[config.mk]
export PLATFORM = sky130hd
export DESIGN_NAME = tx_word_queue
export DESIGN_NICKNAME = d
export VERILOG_FILES = /design/src/rtl/txq_pkg.sv /design/src/rtl/txq_assembler.sv /design/src/rtl/txq_store.sv /design/src/rtl/txq_count.sv /design/src/rtl/tx_word_queue.sv
export SDC_FILE = /design/constraint.sdc
export NUM_CORES = 1
export LEC_CHECK = 0
export BUFFER_PORTS_ARGS = -buffer_cell sky130_fd_sc_hd__buf_4
export CAP_MARGIN = 20
export CORE_ASPECT_RATIO = 0.75
export CORE_MARGIN = 8
export CORE_UTILIZATION = 50
export CTS_CLUSTER_DIAMETER = 100
export DETAILED_ROUTE_END_ITERATION = 10
export PLACE_DENSITY = 0.7
export RECOVER_POWER = 100
export SYNTH_ARGS = -nofsm -noshare
export SYNTH_HDL_FRONTEND = slang
export SYNTH_HIERARCHICAL = 1
export SYNTH_SLANG_ARGS = --single-unit
[constraint.sdc]
create_clock -name clk -period 8 [get_ports clk]
set_input_delay 1.2 -clock clk [delete_from_list [all_inputs] [get_ports clk]]
set_output_delay 1.2 -clock clk [all_outputs]
set_load 0.05 [all_outputs]
[src/rtl/txq_pkg.sv]
// Package: helpers shared by the transmit word queue modules.
// Assumes depths of at least one entry.
package txq_pkg;

    // Width of an index into a storage of the given depth, at least one bit.
    function automatic int idx_bits(input int depth);
        return (depth > 1) ? $clog2(depth) : 1;
    endfunction

    // Width of a counter that must reach the given depth inclusive.
    function automatic int cnt_bits(input int depth);
        return $clog2(depth + 1);
    endfunction

endpackage

[src/rtl/txq_assembler.sv]
// Module: txq_assembler
// Builds a word from two ordered strobes. The low strobe captures the
// whole bus into a holding register. The high strobe, when a low part is
// held, raises a commit request and presents the full word in the same
// cycle. A high strobe with no low part held is ignored.
// Assumes WORD_W > BUS_W and WORD_W - BUS_W <= BUS_W.
module txq_assembler #(
    parameter int WORD_W = 31,
    parameter int BUS_W  = 16
) (
    input  logic              clk,
    input  logic              rst_n,
    input  logic              load_lo,
    input  logic              load_hi,
    input  logic [BUS_W-1:0]  bus_data,
    output logic              lo_held,
    output logic              commit_req,
    output logic [WORD_W-1:0] commit_word
);
    localparam int HI_W = WORD_W - BUS_W;

    logic [BUS_W-1:0] lo_q;

    // Capture the low part, and track whether one waits for its high part.
    always_ff @(posedge clk) begin
        if (!rst_n) begin
            lo_q    <= '0;
            lo_held <= 1'b0;
        end else begin
            if (load_lo) begin
                lo_q    <= bus_data;
                lo_held <= 1'b1;
            end else if (load_hi) begin
                lo_held <= 1'b0;
            end
        end
    end

    // A high strobe completes the word only when a low part is held.
    always_comb begin
        commit_req  = load_hi && lo_held;
        commit_word = {bus_data[HI_W-1:0], lo_q};
    end
endmodule

[src/rtl/txq_store.sv]
// Module: txq_store
// Circular storage of DEPTH words with one write and one read pointer.
// The head word is read combinationally at the read pointer.
// Assumes the caller never writes when full or reads when empty.
module txq_store
    import txq_pkg::*;
#(
    parameter int WORD_W = 31,
    parameter int DEPTH  = 8
) (
    input  logic              clk,
    input  logic              rst_n,
    input  logic              wr_en,
    input  logic [WORD_W-1:0] wr_word,
    input  logic              rd_en,
    output logic [WORD_W-1:0] rd_word
);
    localparam int PTR_W = idx_bits(DEPTH);
    localparam logic [PTR_W-1:0] LAST = PTR_W'(DEPTH - 1);

    logic [PTR_W-1:0]  wr_ptr;
    logic [PTR_W-1:0]  rd_ptr;
    logic [WORD_W-1:0] slot [DEPTH];

    // Advance the pointers, wrapping after the last slot.
    always_ff @(posedge clk) begin
        if (!rst_n) begin
            wr_ptr <= '0;
            rd_ptr <= '0;
        end else begin
            if (wr_en) wr_ptr <= (wr_ptr == LAST) ? '0 : wr_ptr + 1'b1;
            if (rd_en) rd_ptr <= (rd_ptr == LAST) ? '0 : rd_ptr + 1'b1;
        end
    end

    for (genvar i = 0; i < DEPTH; i++) begin : g_slot
        // Each slot loads the incoming word when the write pointer selects it.
        always_ff @(posedge clk) begin
            if (!rst_n) begin
                slot[i] <= '0;
            end else if (wr_en && (wr_ptr == PTR_W'(i))) begin
                slot[i] <= wr_word;
            end
        end
    end

    // Present the oldest word.
    always_comb rd_word = slot[rd_ptr];
endmodule

[src/rtl/txq_count.sv]
// Module: txq_count
// Counter of stored words, with the empty and full conditions derived
// from it. Increment and decrement in the same cycle cancel.
// Assumes the caller gates inc with not-full and dec with not-empty.
module txq_count
    import txq_pkg::*;
#(
    parameter int DEPTH = 8
) (
    input  logic                       clk,
    input  logic                       rst_n,
    input  logic                       inc,
    input  logic                       dec,
    output logic [cnt_bits(DEPTH)-1:0] count,
    output logic                       empty,
    output logic                       full
);
    localparam int CNT_W = cnt_bits(DEPTH);

    // Track the number of words loaded but not yet taken.
    always_ff @(posedge clk) begin
        if (!rst_n) begin
            count <= '0;
        end else if (inc && !dec) begin
            count <= count + 1'b1;
        end else if (dec && !inc) begin
            count <= count - 1'b1;
        end
    end

    // Derive the occupancy conditions.
    always_comb begin
        empty = (count == '0);
        full  = (count == CNT_W'(DEPTH));
    end
endmodule

[src/rtl/tx_word_queue.sv]
// Module: tx_word_queue
// Transmit word queue loaded by two ordered bus strobes and drained by a
// serializer through a head/pop interface. A commit into a full queue
// and a pop from an empty queue are both dropped.
// Assumes pop is a single-cycle request that is sampled on each clock.
module tx_word_queue
    import txq_pkg::*;
#(
    parameter int WORD_W = 31,
    parameter int BUS_W  = 16,
    parameter int DEPTH  = 8
) (
    input  logic                       clk,
    input  logic                       rst_n,
    input  logic                       load_lo,
    input  logic                       load_hi,
    input  logic [BUS_W-1:0]           bus_data,
    input  logic                       pop,
    output logic [WORD_W-1:0]          head_word,
    output logic                       word_avail,
    output logic                       ready,
    output logic [cnt_bits(DEPTH)-1:0] word_count
);
    logic              lo_held;
    logic              commit_req;
    logic [WORD_W-1:0] commit_word;
    logic              q_empty;
    logic              q_full;
    logic              accept;
    logic              pop_fire;

    txq_assembler #(.WORD_W(WORD_W), .BUS_W(BUS_W)) u_asm (
        .clk         (clk),
        .rst_n       (rst_n),
        .load_lo     (load_lo),
        .load_hi     (load_hi),
        .bus_data    (bus_data),
        .lo_held     (lo_held),
        .commit_req  (commit_req),
        .commit_word (commit_word)
    );

    // Gate the requests by occupancy so that neither overflow nor underflow occurs.
    always_comb begin
        accept   = commit_req && !q_full;
        pop_fire = pop && !q_empty;
    end

    txq_store #(.WORD_W(WORD_W), .DEPTH(DEPTH)) u_store (
        .clk     (clk),
        .rst_n   (rst_n),
        .wr_en   (accept),
        .wr_word (commit_word),
        .rd_en   (pop_fire),
        .rd_word (head_word)
    );

    txq_count #(.DEPTH(DEPTH)) u_count (
        .clk   (clk),
        .rst_n (rst_n),
        .inc   (accept),
        .dec   (pop_fire),
        .count (word_count),
        .empty (q_empty),
        .full  (q_full)
    );

    // Drive the flags seen by the host and the serializer.
    always_comb begin
        ready      = q_empty;
        word_avail = !q_empty;
    end
endmodule

==> impl_metrics.ini <==
[power]
power.total_mw = 3.74
ir_drop_uv = 188
power_frac_clock_pct = 34.2
intPower_mw = 2.68
power_density_nw_per_um2 = 265
power.leakage_nw = 5.16
p_seq_share_pct = 47.5
power_switching_mw = 1.06
pwr-share-comb_pct = 18.3
sw_frac_of_total_pct = 28.3

[floorplan]
die_w_um = 201
initial_core_util_pct = 51.0
coreArea_um2 = 25100
die_area_um2 = 31000
io_pins = 58
fp.dieH_um = 155
rows = 50

[run_status]
violations = capacitance limit, slew limit
outcome = finished, violations left

[clock_network]
cts_tree = done
htree_levels = 1
clkSlewWorstSetupHoldPaths_ns = 0.06
cts_buffers = 27
cts_resized = 0
clock_sinks = 278
cts_root_buffer = clkbuf_16
cts_buffer_depth = 3
hold_buffers = 0
clock_latency_ns = 0.53
postCtsSetupBuffers = 0

[place]
gp_congestion = 0.728
hpwl_mm = 16.3
port_buffers = 57

[logic_synthesis]
synth.net_count = 826
yosysWarnings = 6
yosys_register_bits = 278
syn-mean-instance-area_um2 = 16.1
seq_area_frac_synth_pct = 62.9
synth.distinct_cells = 35
netlist_instances = 793
synth_edf_count = 248
synth_area_um2 = 12800
synth_ff_type = edfxtp_1
synth-async-reset-ratio_pct = 0

[sta]
timing.final.crit_share_pct = 68.5
maxSlewViolCount = 405
hold_viol = 0
period_needed_ns = 5.48
finClkSkew_ns = 0.0123
fmax_mhz = 183
worstMarginPinSlew_ns = 2.24
setup_violations = 0
setup_tns_ns = 0
rsz0062_at_grt = no
relSlewSlack_pct = -51.0

[global_routing]
grtUsageTotal_pct = 18.3
antenna_found_initial = 2
grt_overflow_total = 0
grt_max_degree = 63
grt_pass1_vias = 7180
grt_pass1_wl_mm = 43.4

[worst_setup_path]
critPathRequiredTime_ns = 8.12
worstRegToRegCells = 5
r2r_slack_ns = 2.89
r2r-end = u_store/slot[1][13]
worst_path_most_repeated_cell = clkbuf_1
end_kind = register
cp.arrival_ns = 5.60
start_kind = input pin
crit_start = load_hi
r2r-start = u_count/count[0]
cp_num_buf_inv = 2
cpMaxStageDelayCell = o21ai_0
critPathKind = in2reg
slowest_delay_ns = 1.73
crit_path_max_fanout = 21
path_delay_family = compound AO/OA/AOI/OAI gates
path_cells = clkbuf_1, and2_1, nor2b_1, nand2b_1, o21ai_0, clkbuf_1

[routing]
wl_per_cell_um = 24.2
ant_nets = 0
drt_pass1_iterations = 5
vias = 6770
first_iter_violations = 525
routed_wl_mm = 28.8
drc = 0
routed_via_density = 5.69

[final_layout]
nets = 865
nFillCells = 1989
diodes = 0
drive_gt1_share_pct = 11.2
register_area_um2 = 8050
area_growth_pct = 9.98
multi_input_area_um2 = 4320

[min_path]
hold_path_class = reg2reg
whs_path_depth = 2
worst_hold_startpoint = u_store/rd_ptr[0]

[run]
cap_violations = 17
[cell families (layout without fill, tap and decap cells)]
| logic type | count (synthesis) | count (layout) | share of synthesized area, % |
|---|---|---|---|
| AO/OA/AOI/OAI | 11 | 11 | 0.606 |
| XOR/XNOR | 3 | 3 | 0.205 |
| adder cells (fa/ha/maj) | 12 | 12 | 1.23 |
| buffers and inverters | 73 | 132 | 3.30 |
| flip-flops | 278 | 278 | 62.9 |
| multiplexers | 114 | 114 | 17.1 |
| AND/OR/NAND/NOR | 302 | 302 | 14.7 |
[tightest hold or removal path: cells and delay by family (launching register included)]
kind               cells  cell delay [ns]
DFF                    1             0.32
AOI/OAI and AO/OA      1             0.07
and+or+nand+nor        1             0.07
[registers in the layout (all words and copies together), names as in the netlist, named ones only]
| signal | cells |
|---|---|
| u_asm/lo_held | 1 |
| u_asm/lo_q | 16 |
| u_count/count | 4 |
| u_store/rd_ptr | 3 |
| u_store/slot | 248 |
| u_store/wr_ptr | 3 |
[power by group through the flow]
| stage | Clock, mW | Sequential, mW | Combinational (mW) |
|---|---|---|---|
| floorplan | 0 | 1.73 | 0.636 |
| finish | 1.28 | 1.77 | 0.684 |
| CTS | 1.30 | 1.78 | 0.759 |
| detailed placement | 0 | 1.81 | 0.756 |
| global route | 1.35 | 1.79 | 0.721 |
| global placement | 0 | 1.80 | 0.748 |
[cell usage in the layout (no fill, tap or decap), types with 2 or more instances in the layout]
master / instances
and4_1: 3
and2_0: 134
mux2_2: 30
ha_1: 11
buf_4: 21
clkinv_2: 4
clkinv_1: 2
nand2_1: 7
and4b_1: 3
dfxtp_1: 27
nand2b_1: 3
edfxtp_1: 248
nor2b_1: 20
clkbuf_1: 60
mux2i_1: 21
clkbuf_8: 5
xnor2_1: 3
nand3_1: 4
nor2_1: 6
a21oi_1: 2
and3_1: 2
and2_1: 117
dfxtp_2: 2
mux4_1: 62
o21ai_0: 4
inv_1: 10
bufinv_16: 3
clkbuf_16: 27
[worst max path at each step]
stage                                      to  cells after the start
after global routing       u_store/slot[1][8]                      6
after floorplan            u_store/slot[0][0]                      5
final                     u_store/slot[1][13]                      6
after global placement          head_word[17]                      3
after CTS                       head_word[21]                      3
after detailed placement        head_word[17]                      3
[synth_stat cells, types with 2 or more instances]
| master | count | area, um2 |
|---|---|---|
| and4_1 | 3 | 26.3 |
| nor2_1 | 6 | 22.5 |
| clkbuf_1 | 36 | 135 |
| buf_6 | 8 | 90.1 |
| nand3_1 | 4 | 20.0 |
| o21ai_0 | 4 | 20.0 |
| edfxtp_1 | 248 | 7450 |
| nand2b_1 | 3 | 18.8 |
| mux2_2 | 31 | 349 |
| and2_1 | 251 | 1570 |
| nand2_1 | 7 | 26.3 |
| mux2i_1 | 21 | 210 |
| buf_1 | 2 | 7.51 |
| xnor2_1 | 3 | 26.3 |
| and4b_1 | 3 | 30.0 |
| and3_1 | 2 | 12.5 |
| buf_12 | 2 | 40.0 |
| mux4_1 | 62 | 1630 |
| inv_1 | 10 | 37.5 |
| buf_4 | 15 | 113 |
| nor2b_1 | 19 | 119 |
| ha_1 | 11 | 138 |
| dfxtp_1 | 30 | 601 |
[area by class of cell]
class	instances	share of cell area [%]
clock buffer	40	5.50
multi-input combinational	442	30.7
sequential	278	57.2
tap	338	3.00
clock inverter	9	0.835
timing repair buffer	73	2.51
inverter	10	0.267
[routing by layer]
layer / GRT usage, % / vias to the layer above / share of wire (%)
met5: 0.162 / - / 0.045
met4: 4.02 / 2 / 1.6
met3: 2.92 / 39 / 5.9
met2: 31.8 / 237 / 49
met1: 24.2 / 3464 / 43
li1: - / 3028 / -
[per-stage QoR]
stage	instance area (um2)	hold WS, ns	utilization [%]	cells	worst slack (ns)
finish	14100	0.515	56.1	1190	2.52
global route	14100	0.565	56.1	1190	2.15
CTS	14300	0.517	57.1	1190	3.90
detailed placement	13400	0.503	53.5	1141	4.47
global placement	13400	0.482	53.5	1141	4.49
floorplan	12800	0.475	-	793	3.38
Note: power is estimated with default switching activity, not from simulation.
